==> src/rtl/srgc_pkg.sv <==
package srgc_pkg;
  typedef enum logic [1:0] {
    MODE_IDLE = 2'b00,
    MODE_RUN  = 2'b01,
    MODE_PROT = 2'b10
  } srgc_mode_e;
endpackage

==> src/rtl/sr_flag_sync.sv <==
module sr_flag_sync #(
  parameter int W      = 6,
  parameter int STAGES = 2
) (
  input  logic         clk,
  input  logic         rst,
  input  logic [W-1:0] d_i,
  output logic [W-1:0] q_o
);
  for (genvar g = 0; g < W; g++) begin : g_bit
    logic [STAGES-1:0] sh;
    always_ff @(posedge clk) begin
      if (rst) sh <= '0;
      else     sh <= {sh[STAGES-2:0], d_i[g]};
    end
    assign q_o[g] = sh[STAGES-1];
  end
endmodule

==> src/rtl/sr_downcnt.sv <==
module sr_downcnt #(
  parameter int W = 8
) (
  input  logic         clk,
  input  logic         rst,
  input  logic         clr_i,
  input  logic         load_i,
  input  logic [W-1:0] val_i,
  input  logic         dec_i,
  output logic [W-1:0] cnt_o,
  output logic         zero_o,
  output logic         last_o
);
  logic [W-1:0] cnt;

  // load outranks clear: a turn-off and a rearm in one cycle still blank
  always_ff @(posedge clk) begin
    if (rst)                     cnt <= '0;
    else if (load_i)             cnt <= val_i;
    else if (clr_i)              cnt <= '0;
    else if (dec_i && cnt != '0) cnt <= cnt - 1'b1;
  end

  assign cnt_o  = cnt;
  assign zero_o = (cnt == '0);
  assign last_o = (cnt == W'(1));


  hold_zero_chk: assert property (@(posedge clk) disable iff (rst)
    (zero_o && !load_i) |=> zero_o);
endmodule

==> src/rtl/sr_gate_ctrl.sv <==
module sr_gate_ctrl
  import srgc_pkg::*;
#(
  parameter int MOT_W       = 8,
  parameter int BLK_W       = 11,
  parameter int SYNC_STAGES = 2
) (
  input  logic             clk,
  input  logic             rst,
  input  logic             on_flag_i,
  input  logic             off_flag_i,
  input  logic             rearm_flag_i,
  input  logic             sync_i,
  input  logic             en_i,
  input  logic             pgood_i,
  input  logic [MOT_W-1:0] mot_cnt_i,
  input  logic [BLK_W-1:0] blank_cnt_i,
  output logic             gate_o,
  output logic [1:0]       mode_o
);
  localparam int NFLAG = 6;

  function automatic logic [MOT_W-1:0] mot_span(input logic [MOT_W-1:0] c);
    return (c == '0) ? MOT_W'(1) : c;
  endfunction

  logic [NFLAG-1:0] raw, syn;
  assign raw = {pgood_i, en_i, sync_i, rearm_flag_i, off_flag_i, on_flag_i};

  sr_flag_sync #(.W(NFLAG), .STAGES(SYNC_STAGES)) u_sync (
    .clk(clk), .rst(rst), .d_i(raw), .q_o(syn)
  );

  logic s_on, s_off, s_rearm, s_sync, run;
  assign s_on    = syn[0];
  assign s_off   = syn[1];
  assign s_rearm = syn[2];
  assign s_sync  = syn[3];
  assign run     = syn[5] & syn[4];

  srgc_mode_e mode_q, mode_d;
  logic gate_q, gate_d, cyc_q, cyc_d, sync_q;

  // named internal events
  logic armed, live, sync_rise, start_ev, expire_ev, trip_ev, end_ev;
  logic mot_zero, mot_last, blk_zero, blk_last;
  logic [MOT_W-1:0] mot_cnt;
  logic [BLK_W-1:0] blk_cnt;

  assign armed     = (mode_q != MODE_IDLE);
  assign live      = run & armed & ~s_sync;
  assign sync_rise = s_sync & ~sync_q;
  assign start_ev  = live & ~cyc_q & blk_zero & s_on;
  assign expire_ev = live & cyc_q & mot_last;
  assign trip_ev   = live & cyc_q & mot_zero & s_off;
  assign end_ev    = (expire_ev & (s_off | (mode_q == MODE_PROT))) | trip_ev;

  sr_downcnt #(.W(MOT_W)) u_mot (
    .clk(clk), .rst(rst),
    .clr_i(~run | s_sync | expire_ev),
    .load_i(start_ev), .val_i(mot_span(mot_cnt_i)),
    .dec_i(cyc_q),
    .cnt_o(mot_cnt), .zero_o(mot_zero), .last_o(mot_last)
  );

  sr_downcnt #(.W(BLK_W)) u_blk (
    .clk(clk), .rst(rst),
    .clr_i(~run | s_rearm | sync_rise),
    .load_i(end_ev), .val_i(blank_cnt_i),
    .dec_i(1'b1),
    .cnt_o(blk_cnt), .zero_o(blk_zero), .last_o(blk_last)
  );

  always_comb begin
    mode_d = mode_q;
    if (!run)                   mode_d = MODE_IDLE;
    else if (mode_q == MODE_IDLE) begin
      if (s_rearm)              mode_d = MODE_RUN;
    end else if (expire_ev)     mode_d = s_off ? MODE_PROT : MODE_RUN;
  end

  always_comb begin
    if (!run || s_sync)  cyc_d = 1'b0;
    else if (start_ev)   cyc_d = 1'b1;
    else if (end_ev)     cyc_d = 1'b0;
    else                 cyc_d = cyc_q;
  end

  always_comb begin
    if (!run || s_sync || end_ev) gate_d = 1'b0;
    else if (start_ev)            gate_d = (mode_q == MODE_RUN);
    else                          gate_d = gate_q;
  end

  always_ff @(posedge clk) begin
    if (rst) begin
      mode_q <= MODE_IDLE;
      gate_q <= 1'b0;
      cyc_q  <= 1'b0;
      sync_q <= 1'b0;
    end else begin
      mode_q <= mode_d;
      gate_q <= gate_d;
      cyc_q  <= cyc_d;
      sync_q <= s_sync;
    end
  end

  assign gate_o = gate_q;
  assign mode_o = mode_q;


  sync_forces_off_chk: assert property (@(posedge clk) disable iff (rst)
    (run && s_sync) |=> !gate_q);

  drop_to_idle_chk: assert property (@(posedge clk) disable iff (rst)
    !run |=> (!gate_q && mode_q == MODE_IDLE));

  idle_no_gate_chk: assert property (@(posedge clk) disable iff (rst)
    (mode_q == MODE_IDLE) |-> !gate_q);

  prot_no_gate_chk: assert property (@(posedge clk) disable iff (rst)
    (mode_q == MODE_PROT) |-> !gate_q);

  mot_hold_chk: assert property (@(posedge clk) disable iff (rst)
    (gate_q && run && !s_sync && !mot_zero && !mot_last) |=> gate_q);

  blank_hold_chk: assert property (@(posedge clk) disable iff (rst)
    (run && !cyc_q && !blk_zero) |=> !gate_q);

  sync_rise_clear_chk: assert property (@(posedge clk) disable iff (rst)
    sync_rise |=> (blk_zero && mot_zero));

  blank_count_chk: assert property (@(posedge clk) disable iff (rst)
    (blk_last && !end_ev) |=> blk_zero);
endmodule

==> config.mk <==
export PLATFORM = sky130hd
export DESIGN_NAME = sr_gate_ctrl
export DESIGN_NICKNAME = d
export VERILOG_FILES = /design/src/rtl/srgc_pkg.sv /design/src/rtl/sr_flag_sync.sv /design/src/rtl/sr_downcnt.sv /design/src/rtl/sr_gate_ctrl.sv
export SDC_FILE = /design/constraint.sdc
export NUM_CORES = 1
export LEC_CHECK = 0
export CAP_MARGIN = 20
export CORE_UTILIZATION = 45
export CTS_CLUSTER_DIAMETER = 50
export CTS_CLUSTER_SIZE = 30
export DETAILED_ROUTE_END_ITERATION = 10
export PLACE_DENSITY = 0.72
export SYNTH_ARGS = -nofsm -noshare
export SYNTH_HDL_FRONTEND = slang
export SYNTH_SLANG_ARGS = --single-unit
==> constraint.sdc <==
create_clock -name clk -period 3.7 [get_ports clk]
set_input_delay 0.74 -clock clk [delete_from_list [all_inputs] [get_ports clk]]
set_output_delay 0.74 -clock clk [all_outputs]
set_load 0.02 [all_outputs]
## Word-level counts from Yosys, hierarchy flattened

Cells that the tools add are included.

| word-level totals | value |
|---|---|
| input bits | 27 |
| register bits | 36 |
| logic and storage cells | 72 |
| output and inout bits | 3 |

| operators by class | value |
|---|---|
| bitwise gates (word level) | 22 |
| multiplexer cells | 13 |
| add/subtract/negate cells | 2 |
| reductions and logical operators | 19 |
| equal/unequal tests | 4 |

Operators by type and width:

| kind | number |
|---|---|
| $mux 11 | 3 |
| $mux 8 | 4 |
| $logic_not 8->1 | 2 |
| $and 1x1->1 | 12 |
| $logic_not 11->1 | 1 |
| $reduce_bool 11->1 | 1 |
| $sub 11x1->11 const B | 1 |
| $eq 8x1->1 const B | 1 |
| $mux 2 | 4 |
| $reduce_bool 8->1 | 1 |
| $sub 8x1->8 const B | 1 |
| $or 1x1->1 | 6 |
| $reduce_bool 2->1 | 3 |
| $reduce_bool 3->1 | 2 |
| $reduce_or 2->1 | 3 |
| $not 1->1 | 4 |
| $eq 2x1->1 const B | 1 |
| $eq 2x2->1 const B | 1 |
| $logic_not 2->1 | 1 |
| $logic_or 1x1->1 | 2 |
| $mux 1 | 2 |
| $ne 2x1->1 const B | 1 |
| $reduce_and 2->1 | 1 |
| $logic_and 1x1->1 | 1 |
| $logic_not 1->1 | 1 |

## Logic depth before layout (Yosys ltp)

Gate-level depths: netlist of the first run.

| depth | value |
|---|---|
| word-level depth | 9 |
| depth in mapped cells | 8 |
| mapped depth without buffers | 7 |

## Modules after synthesis

Synthesis of the first run repeated with hierarchy kept, for this count alone.

| second synthesis, totals | value |
|---|---|
| cells, all modules | 241 |
| area, all modules | 2112.0 um^2 |

By module, submodules not included:

| module | sequential area each (um^2) | times used | cells an instance | area each (um^2) |
|---|---|---|---|---|
| sr_downcnt at u_blk | 220.2 | 1 | 93 | 780.7 |
| sr_downcnt at u_mot | 160.2 | 1 | 73 | 575.6 |
| sr_flag_sync | 240.2 | 1 | 31 | 411.6 |
| sr_gate_ctrl | 100.1 | 1 | 44 | 344.1 |

## Least setup slack after synthesis of the first run

Ideal clock, no wire load.

| path | value |
|---|---|
| path type | reg2reg |
| from | register u_mot.cnt[2] (netlist: u_mot.cnt_o[2]) |
| to | register u_mot.cnt[6] (netlist: u_mot.cnt_o[6]) |
| data arrival time | 1.839 ns |
| data required time | 3.633 ns |
| stages on the path, launching flop included | 5 |
| buffers on the path | 0 |
| clock period less this slack | 1.906 ns |
| setup slack | 1.794 ns |
| setup time | 0.067 ns |
| cells stage by stage | dfxtp_1 or4_4 or4_1 a211o_1 a21oi_2 |

| between the ends | value |
|---|---|
| cells in the longest elaborated chain, start to end | 5 |
| elaborated cells between the ends (all ways) | 10 |
| classes of those cells | 1 x add/sub; 1 x eq/ne; 3 x mux; 2 x bitwise; 3 x reduce/logical |

RTL lines:

| element | line | text |
|---|---|---|
| start: declaration | sr_downcnt.sv:14 | `logic [W-1:0] cnt;` |
| start signal: assignment | sr_downcnt.sv:19 | `else if (load_i) cnt <= val_i;` |
| start signal: assignment | sr_downcnt.sv:21 | `else if (dec_i && cnt != '0) cnt <= cnt - 1'b1;` |
| branches (longest 5 deep; another with $sub 8x1->8) | n/a |  |

Parallel ways; which one is timed is not known. The select of a mux whose other input is x is not followed.
A chain may end at the register's enable or synchronous reset.

## Worst setup path after layout of the first run

| path | value |
|---|---|
| from | register u_blk.cnt[2] (netlist: u_blk.cnt_o[2]) |
| to | register gate_q (netlist: gate_o) |

| between the ends | value |
|---|---|
| cells in the longest elaborated chain, start to end | 3 |

RTL lines:

| element | line | text |
|---|---|---|
| start: declaration | sr_downcnt.sv:14 |  |
| start signal: assignment | sr_downcnt.sv:19 |  |
| start signal: assignment | sr_downcnt.sv:21 |  |
| $logic_not 11->1 | sr_downcnt.sv:25 | `assign zero_o = (cnt == '0);` |
| $and 1x1->1 (2 in series) | sr_gate_ctrl.sv:53 | `assign start_ev = live & ~cyc_q & blk_zero & s_on;` |
| end signal: assignment | sr_gate_ctrl.sv:103 | `gate_q <= gate_d;` |
| end: declaration | sr_gate_ctrl.sv:42 | `logic gate_q, gate_d, cyc_q, cyc_d, sync_q;` |

Every way passes these cells.

==> run_results.csv, run 1 <==
group,metric,value,unit
placed_design,dp_hpwl,2550,um
synth,yosysWarnings,0,
floorplan,fp.dieArea,4220,sq um
worst_setup_path,r2r_cells,5,
timing,hold_viol,0,
timing,fin_hold_ws,0.437,ns
final_layout,fin_util,59.0,%
synth,synth_seq_cells,36,
floorplan,design.core.area,3720,sq um
timing,setup_tns,0,ns
final_layout,drive_gt1_share,8.48,%
power_and_ir_drop,finalPower,0.703,mW
power_and_ir_drop,p_clk_share,36.6,%
timing,finClkSkew,0.00904,ns
run,drv_cap,0,
clock_tree,htreeDepth,2,
detailed_routing,drcViolationCount,0,
synth,synth_flop_cell,"dfxtp_1",
synth,syn_inst,193,
global_route,grt_overflow,0,
clock_tree,ctsLongestPathBuffers,2,
global_route,top_usage_layer,"met2",
synth,synthArstFlopShare,0,%
timing,max_slew_margin,44.7,%
worst_setup_path,critPathLaunchType,"flop",
power_and_ir_drop,pwr_density_cell,321,nW/um^2
synth,synth.avg_cell_area,9.23,sq um
synth,synth_top_area_share,40.4,%
global_route,grt_pass1_wl,6260,um
timing,finalCriticalPeriod,2.37,ns
worst_setup_path,critPathMaxFanout,18,
timing,clock.fmax,422,MHz
power_and_ir_drop,p_switching,0.149,mW
floorplan,die_w,64.9,um
worst_setup_path,regToRegSetupSlack,1.33,ns
run_status,outcome,"finished clean",
timing,setup_viol,0,
global_route,met3_usage,5.81,%
worst_setup_path,path_class,"flop to flop",
synth,synth_largest_area_cell,"dfxtp_1",
min_path,holdCritStartpoint,"u_sync.g_bit[2].sh[0]",
detailed_routing,drt_pass1_iterations,4,
timing,worst_pin_slew,0.823,ns
clock_tree,hold_buffers,0,
detailed_routing,drt-total-wl,3580,um
clock_tree,cts_tree,"done",
detailed_routing,viasPerCell,5.35,
synth,synthesis.nets,224,
power_and_ir_drop,power_frac_seq,56.4,%
min_path,hold_class,"flop to flop",
placed_design,place.gp.congestion,0.774,
global_route,first_global_vias,1369,
global_route,track_usage,19.1,%
detailed_routing,ant_nets,0,
min_path,whs_path_depth,1,
floorplan,chipHeight,64.9,um
synth,synth_edf_count,0,
global_route,antenna_found_initial,0,
detailed_routing,drtIter0Drc,105,
detailed_routing,num_vias,1454,
final_layout,fin_area,2190,sq um
worst_setup_path,arrival,2.56,ns
power_and_ir_drop,p_leak,0.729,nW
global_route,grt_max_degree,19,
worst_setup_path,reg2reg_to,"gate_o",
global_route,grt_use_met1,26.4,%
power_and_ir_drop,comb_power_share,7.0,%
floorplan,row_count,22,
power_and_ir_drop,ir_drop,0.253,mV
floorplan,start_util,47.9,%
power_and_ir_drop,swShare,21.2,%
clock_tree,cts.clk_slew.worst_paths,0.07,ns
worst_setup_path,crit_required,3.90,ns
final_layout,area_delta_synth_final,23.0,%
clock_tree,cts_resized,0,
timing,timing.final.crit_share,64.0,%
synth,synth_area_leaders,"dfxtp_1 (40%), nor2b_1 (5.3%), xnor2_1 (4.4%), nor2_1 (4.0%), nor4_4 (3.6%)",
clock_tree,clock_latency,0.28,ns
final_layout,nNetsFinal,255,
clock_tree,cts.sinks,36,
global_route,use_met2,28.9,%
worst_setup_path,crit_path_end_kind,"flop",
clock_tree,cts_made_buffers,5,
placed_design,portBuffers,29,
placed_design,dpl_cell_area,2110,sq um
synth,ys_seq_area_share,40.4,%
clock_tree,clock-root-buffer,"clkbuf_8",
detailed_routing,drt-wirelength-per-cell,13.2,um
synth,ys_types,43,
timing,final_max_slew_viol_count,0,
floorplan,ios,30,
clock_tree,cts_setup_buffers,0,
min_path,hold_end,"u_sync.g_bit[2].sh[1]",
power_and_ir_drop,p_int,0.554,mW
worst_setup_path,worstReg2RegStart,"u_blk.cnt_o[2]",
timing,rsz0062_at_grt,"no",
final_layout,diodes,0,
synth,syn_area,1780,sq um
metal layers:
layer | vias to the layer above | routed length, um | part of all wire [%]
li1 | 751 | - | -
met1 | 668 | 1770 | 50
met2 | 33 | 1640 | 46
met3 | 2 | 153 | 4.3
met4 | 0 | 16 | 0.45
met5 | - | 0 | 0
metrics by stage:
| stage | setup slack, ns | cells |
|---|---|---|
| 6_report | 1.33 | 272 |
| 5_1_grt | 1.16 | 272 |
| 4_1_cts | 1.33 | 272 |
| 3_5_place_dp | 1.35 | 265 |
| 3_3_place_gp | 1.43 | 265 |
| 2_1_floorplan | 1.79 | 193 |
synthesized netlist by cell type (4+ instances only):
cell	n
ha_1	4
nand2_1	13
a22oi_1	8
a32oi_1	4
dfxtp_1	36
inv_1	7
nor2b_1	15
or3_1	5
nand3b_1	5
xnor2_1	9
a21oi_1	12
nor2_1	19
nor3_1	5
cells by family (layout without fill, tap and decap cells):
logic type                 after synthesis  in the layout  synth area share, %
and+or+nand+nor                         85             85                 30.3
AOI/OAI and AO/OA                       39             39                 15.2
DFF                                     36             36                 40.4
buffers and inverters                   14             45                 3.65
xor gates and xnor gates                12             12                 5.90
adders and majority gates                4              4                 2.81
muxes                                    3              3                 1.69
critical path, stage by stage, from the launching register on:
cell and delay [ns]:
dfxtp_1 0.37, nor4_4 0.50, nand4_4 0.26, nor4_4 0.75, mux2i_1 0.19, nor4_2 0.23
final cells by class:
type / count / area (sq um)
Timing Repair Buffer: 31 / 305
Inverter: 7 / 26.3
Multi-Input combinational cell: 143 / 1000
Clock inverter: 1 / 5.00
Clock buffer: 6 / 72.6
Sequential cell: 36 / 721
Tap cell: 48 / 60.1
Fill cell: 357 / 1520
power by group through the flow:
stage / clock network, mW / registers [mW] / logic, mW
2_1_floorplan: 0 / 0.405 / 0.0174
3_3_place_gp: 0 / 0.406 / 0.0491
3_5_place_dp: 0 / 0.406 / 0.0493
4_1_cts: 0.266 / 0.397 / 0.0495
5_1_grt: 0.288 / 0.397 / 0.0533
6_report: 0.257 / 0.397 / 0.0492
registers in the layout, indices dropped and copies added, names as in the netlist:
| register | flops |
|---|---|
| gate_o | 1 |
| u_mot.cnt_o | 8 |
| mode_o | 2 |
| sync_q | 1 |
| cyc_q | 1 |
| u_sync.g_bit.sh | 12 |
| u_blk.cnt_o | 11 |
worst max-delay path by stage:
stage          depth (start not counted)        endpoint  slack (ns)            from
3_3_place_gp                           5          gate_o        1.43  u_blk.cnt_o[2]
4_1_cts                                5          gate_o        1.33  u_blk.cnt_o[2]
2_1_floorplan                          4  u_mot.cnt_o[6]        1.79  u_mot.cnt_o[2]
6_report                               5          gate_o        1.33  u_blk.cnt_o[2]
3_5_place_dp                           5          gate_o        1.35  u_blk.cnt_o[2]
5_1_grt                                5          gate_o        1.16  u_blk.cnt_o[2]
cells in the final DEF, fill, tap and decap left out, types with 7 or more instances in the layout:
cell type / synthesis / layout
a21oi_1: 12 / 12
a22oi_1: 8 / 8
clkdlybuf4s50_1: 0 / 29
dfxtp_1: 36 / 36
inv_1: 7 / 7
nand2_1: 13 / 13
nor2_1: 19 / 19
nor2b_1: 15 / 15
xnor2_1: 9 / 9
Power figures use the tool's default switching activity.
==> inputs of run 2 (changes only) <==
- clock period: 3.7 -> 2.3 ns (I/O delays scaled with it)
==> run_results.csv, run 2 (synthesis gave the netlist of run 1 again) <==
group,metric,value,unit
run_status,outcome,"finished clean",
final_layout,stdcell_count,276,
global_route,grt_pass1_wl,6220,um
final_layout,diodes,0,
timing,clock.fmax,487,MHz
final_layout,seqCellArea,721,sq um
timing,final_max_slew_viol_count,0,
worst_setup_path,worstReg2RegStart,"u_mot.cnt_o[2]",
floorplan,fp.dieArea,4220,sq um
global_route,use_met2,30.9,%
clock_tree,cts_resized,0,
worst_setup_path,cp-endpoint,"u_blk.cnt_o[7]",
placed_design,place.gp.congestion,0.808,
clock_tree,cts.sinks,36,
timing,finalCriticalPeriod,2.05,ns
global_route,track_usage,19.5,%
global_route,antenna_found_initial,0,
timing,rsz0062_at_grt,"no",
worst_setup_path,crit_path_end_kind,"flop",
floorplan,chipHeight,64.9,um
power_and_ir_drop,pwr_density_cell,583,nW/um^2
timing,worst_pin_slew,0.579,ns
placed_design,portBuffers,29,
final_layout,final_cell_mix,"dfxtp_1 (36), clkdlybuf4s50_1 (29), nor2_1 (19)",
worst_setup_path,reg2reg_to,"u_blk.cnt_o[7]",
final_layout,nNetsFinal,258,
global_route,top_usage_layer,"met2",
clock_tree,cts_made_buffers,5,
final_layout,layout_commonest_cell,"dfxtp_1",
timing,fin_hold_ws,0.435,ns
power_and_ir_drop,ir_drop,0.535,mV
worst_setup_path,crit_path_start,"u_mot.cnt_o[2]",
worst_setup_path,arrival,2.28,ns
detailed_routing,drt-wirelength-per-cell,13.1,um
detailed_routing,drt-total-wl,3600,um
floorplan,row_count,22,
global_route,grt_max_degree,30,
floorplan,die_w,64.9,um
detailed_routing,drt_pass1_iterations,4,
clock_tree,ctsLongestPathBuffers,2,
detailed_routing,num_vias,1502,
timing,max_slew_margin,61.4,%
detailed_routing,drcViolationCount,0,
detailed_routing,viasPerCell,5.44,
timing,finClkSkew,0.00601,ns
final_layout,largest_register_ffs,12,
timing,setup_tns,0,ns
clock_tree,clock_latency,0.29,ns
worst_setup_path,critPathLaunchType,"flop",
detailed_routing,ant_nets,0,
power_and_ir_drop,p_leak,0.768,nW
clock_tree,hold_buffers,0,
final_layout,fin_util,60.9,%
clock_tree,cts_setup_buffers,0,
global_route,grt_overflow,0,
final_layout,largest-register,"u_sync.g_bit.sh",
timing,setup_viol,0,
run,drv_cap,0,
floorplan,design.core.area,3720,sq um
clock_tree,clock-root-buffer,"clkbuf_8",
floorplan,ios,30,
final_layout,multi_input_area,1000,sq um
global_route,met3_usage,4.75,%
global_route,first_global_vias,1373,
final_layout,num-fill-cells,329,
final_layout,drive_gt1_share,10.5,%
worst_setup_path,regToRegSetupSlack,0.25,ns
global_route,grt_use_met1,25.0,%
worst_setup_path,critPathMaxFanout,13,
clock_tree,cts.clk_slew.worst_paths,0.07,ns
detailed_routing,drtIter0Drc,104,
placed_design,dp_hpwl,2610,um
worst_setup_path,crit_required,2.52,ns
clock_tree,htreeDepth,2,
clock_tree,cts_tree,"done",
worst_setup_path,path_class,"flop to flop",
placed_design,place_inst,268,
worst_setup_path,r2r_cells,5,
final_layout,area_delta_synth_final,27.0,%
timing,hold_viol,0,
timing,timing.final.crit_share,89.2,%
min_path,hold_class,"flop to flop",
floorplan,start_util,47.9,%
==> run 2: cell count changes in the layout (fill, tap and decap cells not counted) <==
cell       change
clkbuf_8       +2
bufinv_16      +1
clkbuf_1       -1
buf_4          +3
clkinv_2       -1
==> run 2: layout make-up <==
type	instances	share of cell area, %
Timing Repair Buffer	34	14.5
Clock buffer	7	4.26
Tap cell	48	2.65
Sequential cell	36	31.8
Inverter	7	1.16
Clock inverter	1	1.33
Multi-Input combinational cell	143	44.3
==> run 2: per-layer routing <==
layer  wire length (um)  share of wire, %  vias to the layer above
li1                   -                 -                      766
met1               1730                48                      698
met2               1690                47                       32
met3                123               3.4                        6
met4                 57               1.6                        0
met5                  0                 0                        -
==> run 2: critical path: stages (launching register included) <==
cell     delay (ns)
dfxtp_1        0.37
or4_4          0.60
nor4_4         0.39
a21oi_2        0.24
a21o_1         0.28
nor2_1         0.11
==> run 2: stage by stage <==
stage / power (mW) / worst slack, ns / area, sq um
2_1_floorplan: 0.679 / 0.394 / 1780
3_3_place_gp: 0.732 / 0.310 / 2140
3_5_place_dp: 0.732 / 0.270 / 2140
4_1_cts: 1.33 / 0.255 / 2260
5_1_grt: 1.37 / 0.0794 / 2260
6_report: 1.32 / 0.248 / 2260
==> run 2: how the worst min path moves through the flow <==
stage                       endpoint  slack, ns  cells after the start                   from
2_1_floorplan  u_sync.g_bit[0].sh[1]       0.41                      1  u_sync.g_bit[0].sh[0]
3_3_place_gp   u_sync.g_bit[5].sh[1]       0.42                      1  u_sync.g_bit[5].sh[0]
3_5_place_dp   u_sync.g_bit[1].sh[1]       0.42                      1  u_sync.g_bit[1].sh[0]
4_1_cts        u_sync.g_bit[1].sh[1]       0.44                      1  u_sync.g_bit[1].sh[0]
5_1_grt        u_sync.g_bit[0].sh[1]       0.46                      1  u_sync.g_bit[0].sh[0]
6_report       u_sync.g_bit[1].sh[1]       0.43                      1  u_sync.g_bit[1].sh[0]
==> run 2: report_power, final <==
| part | leakage (nW) | total (mW) | switching (mW) | internal, mW |
|---|---|---|---|---|
| clock | 0.0645 | 0.601 | 0.219 | 0.382 |
| sequential | 0.293 | 0.639 | 0.00467 | 0.634 |
| combinational | 0.411 | 0.0794 | 0.0270 | 0.0523 |
==> inputs of run 3 (changes only) <==
- CAP_MARGIN: 20 -> not set
- SLEW_MARGIN: not set -> 10
==> results of run 3 <==
No change in the layout: final DEF, timing and power equal those of run 2.
